### src/rtl/sx_pkg.sv
// Package: shared types for the segment/page translator.
// Assumes: fault codes are visible at the top port and must keep these values.
package sx_pkg;

    typedef enum logic [2:0] {
        ST_IDLE      = 3'd0,
        ST_SEG_READ  = 3'd1,
        ST_PAGE_READ = 3'd2,
        ST_DONE      = 3'd3,
        ST_FAULT     = 3'd4
    } sx_state_e;

    typedef enum logic [1:0] {
        FLT_NONE     = 2'd0,
        FLT_SEG_ABS  = 2'd1,
        FLT_SEG_LEN  = 2'd2,
        FLT_PAGE_ABS = 2'd3
    } sx_fault_e;

endpackage

### src/rtl/sx_addr_gen.sv
// Module: sx_addr_gen
// Forms the byte address of the segment entry or the page entry.
// Assumes: entries are 4-byte words; the page table base is a word address.
module sx_addr_gen #(
    parameter int SEG_W  = 4,
    parameter int PAGE_W = 8,
    parameter int MA_W   = 24,
    parameter int PTB_W  = MA_W - 2
) (
    input  logic [MA_W-1:0]   tbl_base,
    input  logic [SEG_W-1:0]  seg_idx,
    input  logic [PAGE_W-1:0] page_idx,
    input  logic [PTB_W-1:0]  ptb_word,
    input  logic              sel_page,
    output logic [MA_W-1:0]   entry_addr
);
    localparam int SEG_PAD  = MA_W - SEG_W - 2;
    localparam int PAGE_PAD = MA_W - PAGE_W - 2;

    logic [MA_W-1:0] seg_addr;
    logic [MA_W-1:0] page_addr;

    // Segment entry: table base plus four bytes per segment index.
    always_comb seg_addr = tbl_base + {{SEG_PAD{1'b0}}, seg_idx, 2'b00};

    // Page entry: page table byte base plus four bytes per page index.
    always_comb page_addr = {ptb_word, 2'b00} + {{PAGE_PAD{1'b0}}, page_idx, 2'b00};

    // Pick the address of the phase in progress.
    always_comb entry_addr = sel_page ? page_addr : seg_addr;

endmodule

### src/rtl/sx_entry_dec.sv
// Module: sx_entry_dec
// Decodes the returned table word as a segment entry and as a page entry.
// Assumes: the present bit is the top bit of both formats; segment word holds
// count above base; the page entry frame sits in the low bits.
module sx_entry_dec #(
    parameter int DATA_W  = 32,
    parameter int PAGE_W  = 8,
    parameter int PTB_W   = 22,
    parameter int FRAME_W = 12
) (
    input  logic [DATA_W-1:0]  word,
    input  logic [PAGE_W-1:0]  page_idx,
    output logic               seg_present,
    output logic               seg_len_ok,
    output logic [PTB_W-1:0]   seg_ptb,
    output logic               pg_present,
    output logic [FRAME_W-1:0] pg_frame
);
    localparam int LEN_W = PAGE_W + 1;

    logic [LEN_W-1:0] seg_count;

    // Segment entry fields.
    always_comb begin
        seg_present = word[DATA_W-1];
        seg_count   = word[PTB_W+LEN_W-1:PTB_W];
        seg_ptb     = word[PTB_W-1:0];
    end

    // Page index must fall below the allocated page count.
    always_comb seg_len_ok = {1'b0, page_idx} < seg_count;

    // Page entry fields.
    always_comb begin
        pg_present = word[DATA_W-1];
        pg_frame   = word[FRAME_W-1:0];
    end

endmodule

### src/rtl/sx_ctrl.sv
// Module: sx_ctrl
// Walk sequencer: captures a request, runs the segment read then the page
// read, and presents a one-cycle result or fault.
// Assumes: memory returns exactly one response per accepted read, no earlier
// than the cycle after acceptance.
module sx_ctrl
    import sx_pkg::*;
#(
    parameter int VA_W    = 24,
    parameter int OFF_W   = 12,
    parameter int MA_W    = 24,
    parameter int PTB_W   = 22,
    parameter int FRAME_W = 12,
    parameter int PA_W    = FRAME_W + OFF_W
) (
    input  logic               clk,
    input  logic               rst_n,
    input  logic [MA_W-1:0]    seg_tbl_base,
    input  logic               req_valid,
    output logic               req_ready,
    input  logic [VA_W-1:0]    req_vaddr,
    output logic               mem_req_valid,
    input  logic               mem_req_ready,
    input  logic               mem_rsp_valid,
    input  logic               dec_seg_present,
    input  logic               dec_seg_len_ok,
    input  logic [PTB_W-1:0]   dec_seg_ptb,
    input  logic               dec_pg_present,
    input  logic [FRAME_W-1:0] dec_pg_frame,
    output logic               sel_page,
    output logic [MA_W-1:0]    base_q,
    output logic [VA_W-1:0]    vaddr_q,
    output logic [PTB_W-1:0]   ptb_q,
    output logic               res_valid,
    output logic [1:0]         res_fault,
    output logic [PA_W-1:0]    res_paddr
);
    sx_state_e          state_q;
    sx_fault_e          fault_q;
    logic               issued_q;
    logic [FRAME_W-1:0] frame_q;
    logic               rsp_take;

    // A response counts only while a read is outstanding.
    always_comb rsp_take = issued_q && mem_rsp_valid;

    // Main walk state machine with its captured operands.
    always_ff @(posedge clk) begin
        if (!rst_n) begin
            state_q  <= ST_IDLE;
            fault_q  <= FLT_NONE;
            issued_q <= 1'b0;
            base_q   <= '0;
            vaddr_q  <= '0;
            ptb_q    <= '0;
            frame_q  <= '0;
        end else begin
            unique case (state_q)
                ST_IDLE: begin
                    if (req_valid) begin
                        vaddr_q  <= req_vaddr;
                        base_q   <= seg_tbl_base;
                        fault_q  <= FLT_NONE;
                        issued_q <= 1'b0;
                        state_q  <= ST_SEG_READ;
                    end
                end
                ST_SEG_READ: begin
                    if (!issued_q && mem_req_ready) begin
                        issued_q <= 1'b1;
                    end else if (rsp_take) begin
                        issued_q <= 1'b0;
                        if (!dec_seg_present) begin
                            fault_q <= FLT_SEG_ABS;
                            state_q <= ST_FAULT;
                        end else if (!dec_seg_len_ok) begin
                            fault_q <= FLT_SEG_LEN;
                            state_q <= ST_FAULT;
                        end else begin
                            ptb_q   <= dec_seg_ptb;
                            state_q <= ST_PAGE_READ;
                        end
                    end
                end
                ST_PAGE_READ: begin
                    if (!issued_q && mem_req_ready) begin
                        issued_q <= 1'b1;
                    end else if (rsp_take) begin
                        issued_q <= 1'b0;
                        if (!dec_pg_present) begin
                            fault_q <= FLT_PAGE_ABS;
                            state_q <= ST_FAULT;
                        end else begin
                            frame_q <= dec_pg_frame;
                            state_q <= ST_DONE;
                        end
                    end
                end
                ST_DONE:  state_q <= ST_IDLE;
                ST_FAULT: state_q <= ST_IDLE;
                default:  state_q <= ST_IDLE;
            endcase
        end
    end

    // Port-side strobes decoded from the walk state.
    always_comb begin
        req_ready     = (state_q == ST_IDLE);
        mem_req_valid = ((state_q == ST_SEG_READ) || (state_q == ST_PAGE_READ)) && !issued_q;
        sel_page      = (state_q == ST_PAGE_READ);
        res_valid     = (state_q == ST_DONE) || (state_q == ST_FAULT);
        res_fault     = (state_q == ST_FAULT) ? fault_q : FLT_NONE;
        res_paddr     = (state_q == ST_DONE) ? {frame_q, vaddr_q[OFF_W-1:0]} : '0;
    end

    // the page phase is entered only from a segment phase that took a response.
    p_page_after_seg_r3: assert property (@(posedge clk) disable iff (!rst_n)
        (state_q == ST_PAGE_READ && $past(state_q) != ST_PAGE_READ)
        |-> ($past(state_q) == ST_SEG_READ && $past(mem_rsp_valid)));

    // an idle walker without a request stays idle whatever memory returns.
    p_idle_ignores_rsp_r11: assert property (@(posedge clk) disable iff (!rst_n)
        (state_q == ST_IDLE && !req_valid) |=> (state_q == ST_IDLE));

    // the result strobe never lasts two cycles.
    p_res_pulse_r8: assert property (@(posedge clk) disable iff (!rst_n)
        res_valid |=> !res_valid);

    // a faulted result carries no address.
    p_fault_no_addr_r8: assert property (@(posedge clk) disable iff (!rst_n)
        (res_valid && res_fault != 2'd0) |-> (res_paddr == '0));

endmodule

### src/rtl/seg_page_xlate.sv
// Module: seg_page_xlate
// Two-level translator top: segment table, then per-segment page table, then
// frame joined with offset. Connects sequencer, address former and decoder.
// Assumes: a segment entry fits in DATA_W bits (present + count + base word).
module seg_page_xlate #(
    parameter int SEG_W   = 4,
    parameter int PAGE_W  = 8,
    parameter int OFF_W   = 12,
    parameter int MA_W    = 24,
    parameter int DATA_W  = 32,
    parameter int FRAME_W = 12,
    parameter int VA_W    = SEG_W + PAGE_W + OFF_W,
    parameter int PA_W    = FRAME_W + OFF_W
) (
    input  logic              clk,
    input  logic              rst_n,
    input  logic [MA_W-1:0]   seg_tbl_base,
    input  logic              req_valid,
    output logic              req_ready,
    input  logic [VA_W-1:0]   req_vaddr,
    output logic              mem_req_valid,
    input  logic              mem_req_ready,
    output logic [MA_W-1:0]   mem_req_addr,
    input  logic              mem_rsp_valid,
    input  logic [DATA_W-1:0] mem_rsp_data,
    output logic              res_valid,
    output logic [1:0]        res_fault,
    output logic [PA_W-1:0]   res_paddr
);
    localparam int PTB_W   = MA_W - 2;
    localparam int PAGE_LO = OFF_W;
    localparam int SEG_LO  = OFF_W + PAGE_W;

    logic               sel_page;
    logic [MA_W-1:0]    base_q;
    logic [VA_W-1:0]    vaddr_q;
    logic [PTB_W-1:0]   ptb_q;
    logic               dec_seg_present;
    logic               dec_seg_len_ok;
    logic [PTB_W-1:0]   dec_seg_ptb;
    logic               dec_pg_present;
    logic [FRAME_W-1:0] dec_pg_frame;
    logic [SEG_W-1:0]   seg_idx;
    logic [PAGE_W-1:0]  page_idx;

    // Index fields of the captured virtual address.
    always_comb begin
        seg_idx  = vaddr_q[SEG_LO +: SEG_W];
        page_idx = vaddr_q[PAGE_LO +: PAGE_W];
    end

    sx_ctrl #(
        .VA_W(VA_W), .OFF_W(OFF_W), .MA_W(MA_W), .PTB_W(PTB_W),
        .FRAME_W(FRAME_W), .PA_W(PA_W)
    ) u_ctrl (
        .clk(clk), .rst_n(rst_n), .seg_tbl_base(seg_tbl_base),
        .req_valid(req_valid), .req_ready(req_ready), .req_vaddr(req_vaddr),
        .mem_req_valid(mem_req_valid), .mem_req_ready(mem_req_ready),
        .mem_rsp_valid(mem_rsp_valid),
        .dec_seg_present(dec_seg_present), .dec_seg_len_ok(dec_seg_len_ok),
        .dec_seg_ptb(dec_seg_ptb), .dec_pg_present(dec_pg_present),
        .dec_pg_frame(dec_pg_frame),
        .sel_page(sel_page), .base_q(base_q), .vaddr_q(vaddr_q), .ptb_q(ptb_q),
        .res_valid(res_valid), .res_fault(res_fault), .res_paddr(res_paddr)
    );

    sx_addr_gen #(
        .SEG_W(SEG_W), .PAGE_W(PAGE_W), .MA_W(MA_W), .PTB_W(PTB_W)
    ) u_addr (
        .tbl_base(base_q), .seg_idx(seg_idx), .page_idx(page_idx),
        .ptb_word(ptb_q), .sel_page(sel_page), .entry_addr(mem_req_addr)
    );

    sx_entry_dec #(
        .DATA_W(DATA_W), .PAGE_W(PAGE_W), .PTB_W(PTB_W), .FRAME_W(FRAME_W)
    ) u_dec (
        .word(mem_rsp_data), .page_idx(page_idx),
        .seg_present(dec_seg_present), .seg_len_ok(dec_seg_len_ok),
        .seg_ptb(dec_seg_ptb), .pg_present(dec_pg_present), .pg_frame(dec_pg_frame)
    );

    // a read not yet granted stays asserted at the same address.
    p_hold_req_r3: assert property (@(posedge clk) disable iff (!rst_n)
        (mem_req_valid && !mem_req_ready) |=> (mem_req_valid && $stable(mem_req_addr)));

    // acceptance drops ready and starts the segment read next cycle.
    p_accept_r9: assert property (@(posedge clk) disable iff (!rst_n)
        (req_valid && req_ready) |=> (!req_ready && mem_req_valid));

    // after acceptance the first read targets the captured base region.
    p_first_read_r1: assert property (@(posedge clk) disable iff (!rst_n)
        (req_valid && req_ready) |=> (base_q == $past(seg_tbl_base)));

endmodule

### config.mk
export PLATFORM = sky130hd
export DESIGN_NAME = seg_page_xlate
export DESIGN_NICKNAME = d
export VERILOG_FILES = /design/src/rtl/sx_pkg.sv /design/src/rtl/sx_addr_gen.sv /design/src/rtl/sx_entry_dec.sv /design/src/rtl/sx_ctrl.sv /design/src/rtl/seg_page_xlate.sv
export SDC_FILE = /design/constraint.sdc
export NUM_CORES = 1
export LEC_CHECK = 0
export BUFFER_PORTS_ARGS = -buffer_cell sky130_fd_sc_hd__buf_4
export CORE_ASPECT_RATIO = 0.75
export CORE_MARGIN = 2
export CORE_UTILIZATION = 58
export DETAILED_ROUTE_END_ITERATION = 8
export PLACE_DENSITY = 0.94
export SLEW_MARGIN = 20
export SYNTH_ARGS = -nofsm -noshare
export SYNTH_HDL_FRONTEND = slang
export SYNTH_HIERARCHICAL = 1
export SYNTH_SLANG_ARGS = --single-unit
export TNS_END_PERCENT = 1
### constraint.sdc
create_clock -name clk -period 4.5 [get_ports clk]
set_input_delay 1.35 -clock clk [delete_from_list [all_inputs] [get_ports clk]]
set_output_delay 1.35 -clock clk [all_outputs]
set_load 0.02 [all_outputs]
==> metrics.yaml <==
status: "complete, no violations"
drt_iter0_markers: 338
stdcell_count: 896
leakagePower_nw: 2.84
dieArea_um2: 10300
whs_path_depth: 2
die_h_um: 88.5
final_antenna_net_count: 0
nFillCells: 722
hold_viol_final: 0
yosys_most_used_dff: "dfxtp_1"
route.detailed.drc: 0
fin_tns_setup_ns: 0
placementRows: 30
crit_required_ns: 3.15
multi_input_area_um2: 3220
p_per_area_nw_per_um2: 336
worstPathMaxFanout: 5
first_pass_iters: 5
die_x_um: 117
synth_top_area_share_pct: 31.9
start_util_pct: 60.2
core_um2: 9160
rsz0062_at_grt: "no"
drt-total-wl_mm: 14.0
first_global_vias: 4751
worst_pin_slew_ns: 0.910
layout-area-overhead-vs-synth_pct: 18.9
relSlewSlack_pct: 39.4
synth.most_common_cell: "nand2_1"
place.gp.congestion: 0.895
post_cts_buffers: 0
post-route-min-period_ns: 4.05
detail_route.wl_per_cell_um: 15.6
n_antenna_cell: 0
postCtsHoldBufs: 0
synth_warnings: 6
timing.hold.ws_ns: 0.459
tritoncts: "done"
drv_slew: 0
endpoint_kind: "output port"
skew_ns: 0.00498
grt_first_pass_wirelength_mm: 22.5
path_class: "reg -> out"
cts_buffer_depth: 2
dr_total_vias: 5028
regArea_um2: 1760
r2r-start: "u_ctrl/vaddr_q[14]$_SDFFE_PN0P_"
ioPinCount: 138
grt_max_degree: 89
crit_path_start_kind: "register"
setup_viol: 0
synthesis.nets: 790
hp-class: "reg -> reg"
reg2reg_slack_ns: 2.24
max_freq_mhz: 247
antenna_found_initial: 0
cts_resized: 0
io_buffers: 137
dp_cells: 880
avgSynthCellArea_um2: 8.07
insertion_delay_ns: 0.34
gr-total-overflow: 0
synth-edff-count: 0
hpwl_mm: 10.2
final_util_pct: 71.6
clockRootBuffer: "clkbuf_16"
synthTopCellsByCount: "174 x nand2_1, 88 x dfxtp_1, 55 x a21boi_0"
ys_seq_elements: 88
h-tree-depth: 3
arrival_ns: 2.70
cts_inserted_buffers: 9
min_from: "u_ctrl/vaddr_q[9]$_SDFFE_PN0P_"
synth_top_cell_by_area: "dfxtp_1"
ys_top_cells_by_area: "dfxtp_1 32%, nand2_1 12%, a21boi_0 7.5%, xor2_1 5.6%, buf_4 5.3%"
drv_cap: 0
vias_per_cell: 5.61
drive_above_1_share_pct: 22.5
r2r_cells: 8
ys_seq_area_share_pct: 31.9
hold_end: "u_ctrl/vaddr_q[9]$_SDFFE_PN0P_"
postSynthCellCount: 684
final_nets: 869
gr-usage-all-layers_pct: 27.8
vdd_ir_drop_max_mv: 0.251
rr_endpoint: "u_ctrl/ptb_q[14]$_SDFFE_PN0P_"
synth-async-reset-ratio_pct: 0
synth_area_um2: 5520
path_clk_slew_ns: 0.06
layout_worst_path_cycle_share_pct: 90.0
clock_sinks: 88
synth_cell_type_count: 60
==> power by group <==
group	total [mW]	switching (mW)	internal [mW]	leakage, nW
clock	0.756	0.297	0.459	0.150
combinational	0.549	0.315	0.234	1.97
sequential	0.901	0.0638	0.837	0.717
==> cells by family (layout without fill, tap and decap cells) <==
logic type / count (synthesis) / after routing / share of synthesized area [%]
and+or+nand+nor: 281 / 281 / 24.1
buffers and inverters: 88 / 172 / 9.75
muxes: 17 / 17 / 3.13
AOI/OAI and AO/OA: 151 / 151 / 20.0
xor gates and xnor gates: 38 / 38 / 6.03
DFF: 88 / 88 / 31.9
adders and majority gates: 21 / 21 / 5.04
==> cell usage in the layout, fill, tap and decap left out, types with 3 or more instances in the layout <==
cell | netlist | routed
nand2_1 | 174 | 174
buf_4 | 39 | 142
dfxtp_1 | 88 | 88
a21boi_0 | 55 | 55
xor2_1 | 35 | 35
and2_1 | 28 | 28
a21boi_1 | 27 | 27
o21ai_0 | 19 | 19
ha_1 | 19 | 19
mux2i_1 | 15 | 15
nor2_1 | 15 | 14
inv_1 | 14 | 14
a21oi_1 | 13 | 13
nand3_1 | 12 | 12
and3_1 | 10 | 10
nand4_1 | 10 | 10
clkbuf_16 | 0 | 9
and4_1 | 6 | 6
o211ai_1 | 6 | 6
a21o_1 | 6 | 6
nor2b_1 | 6 | 6
nor3_1 | 4 | 4
o2111ai_1 | 4 | 4
a211oi_1 | 3 | 3
xnor2_1 | 3 | 3
==> area by class of cell <==
class | instances | share of cell area (%)
inverters | 14 | 0.801
clock buffers | 13 | 3.97
flip-flops and latches | 88 | 26.9
clock inverters | 3 | 0.610
repair buffers | 142 | 16.3
well taps | 128 | 2.44
multi-input cells | 508 | 49.1
==> per-layer routing <==
metal / GRT usage, % / share of wire [%]
met1: 35.6 / 44
met2: 47.3 / 47
met3: 6.30 / 7.3
met4: 8.77 / 1.7
met5: 0 / 0
==> how the worst max path moves through the flow <==
| stage | start | to | slack (ns) | depth (start not counted) |
|---|---|---|---|---|
| 4_1_cts | u_ctrl/base_q[2]$_SDFFE_PN0P_ | mem_req_addr[18] | 0.46 | 8 |
| 5_1_grt | u_ctrl/base_q[2]$_SDFFE_PN0P_ | mem_req_addr[22] | 0.21 | 8 |
| 3_3_place_gp | u_ctrl/base_q[2]$_SDFFE_PN0P_ | mem_req_addr[12] | 0.91 | 8 |
| 2_1_floorplan | u_ctrl/base_q[2]$_SDFFE_PN0P_ | mem_req_addr[12] | 1.04 | 7 |
| 3_5_place_dp | u_ctrl/base_q[2]$_SDFFE_PN0P_ | mem_req_addr[18] | 0.86 | 8 |
| 6_report | u_ctrl/base_q[2]$_SDFFE_PN0P_ | mem_req_addr[18] | 0.45 | 8 |
==> worst max-delay path: stages (launching register included) <==
cell	delay [ns]
dfxtp_1	0.32
ha_1	0.23
fa_1	0.44
a211oi_1	0.55
nor3_1	0.23
nand4_1	0.16
xor2_1	0.17
mux2i_1	0.09
buf_4	0.17
==> stage by stage <==
step | instance area [um2] | setup WS, ns | power [mW]
3_5_place_dp | 6260 | 0.864 | 1.45
5_1_grt | 6560 | 0.210 | 2.30
3_3_place_gp | 6260 | 0.911 | 1.43
6_report | 6560 | 0.451 | 2.21
4_1_cts | 6560 | 0.459 | 2.21
2_1_floorplan | 5520 | 1.04 | 1.29
==> registers in the layout (all words and copies together), names as in the netlist <==
register and count:
u_ctrl/ptb_q 22, u_ctrl/state_q 3, u_ctrl/vaddr_q 24, u_ctrl/frame_q 12, u_ctrl/base_q 24, u_ctrl/issued_q 1, u_ctrl/fault_q 2
Power figures use the tool's default switching activity.
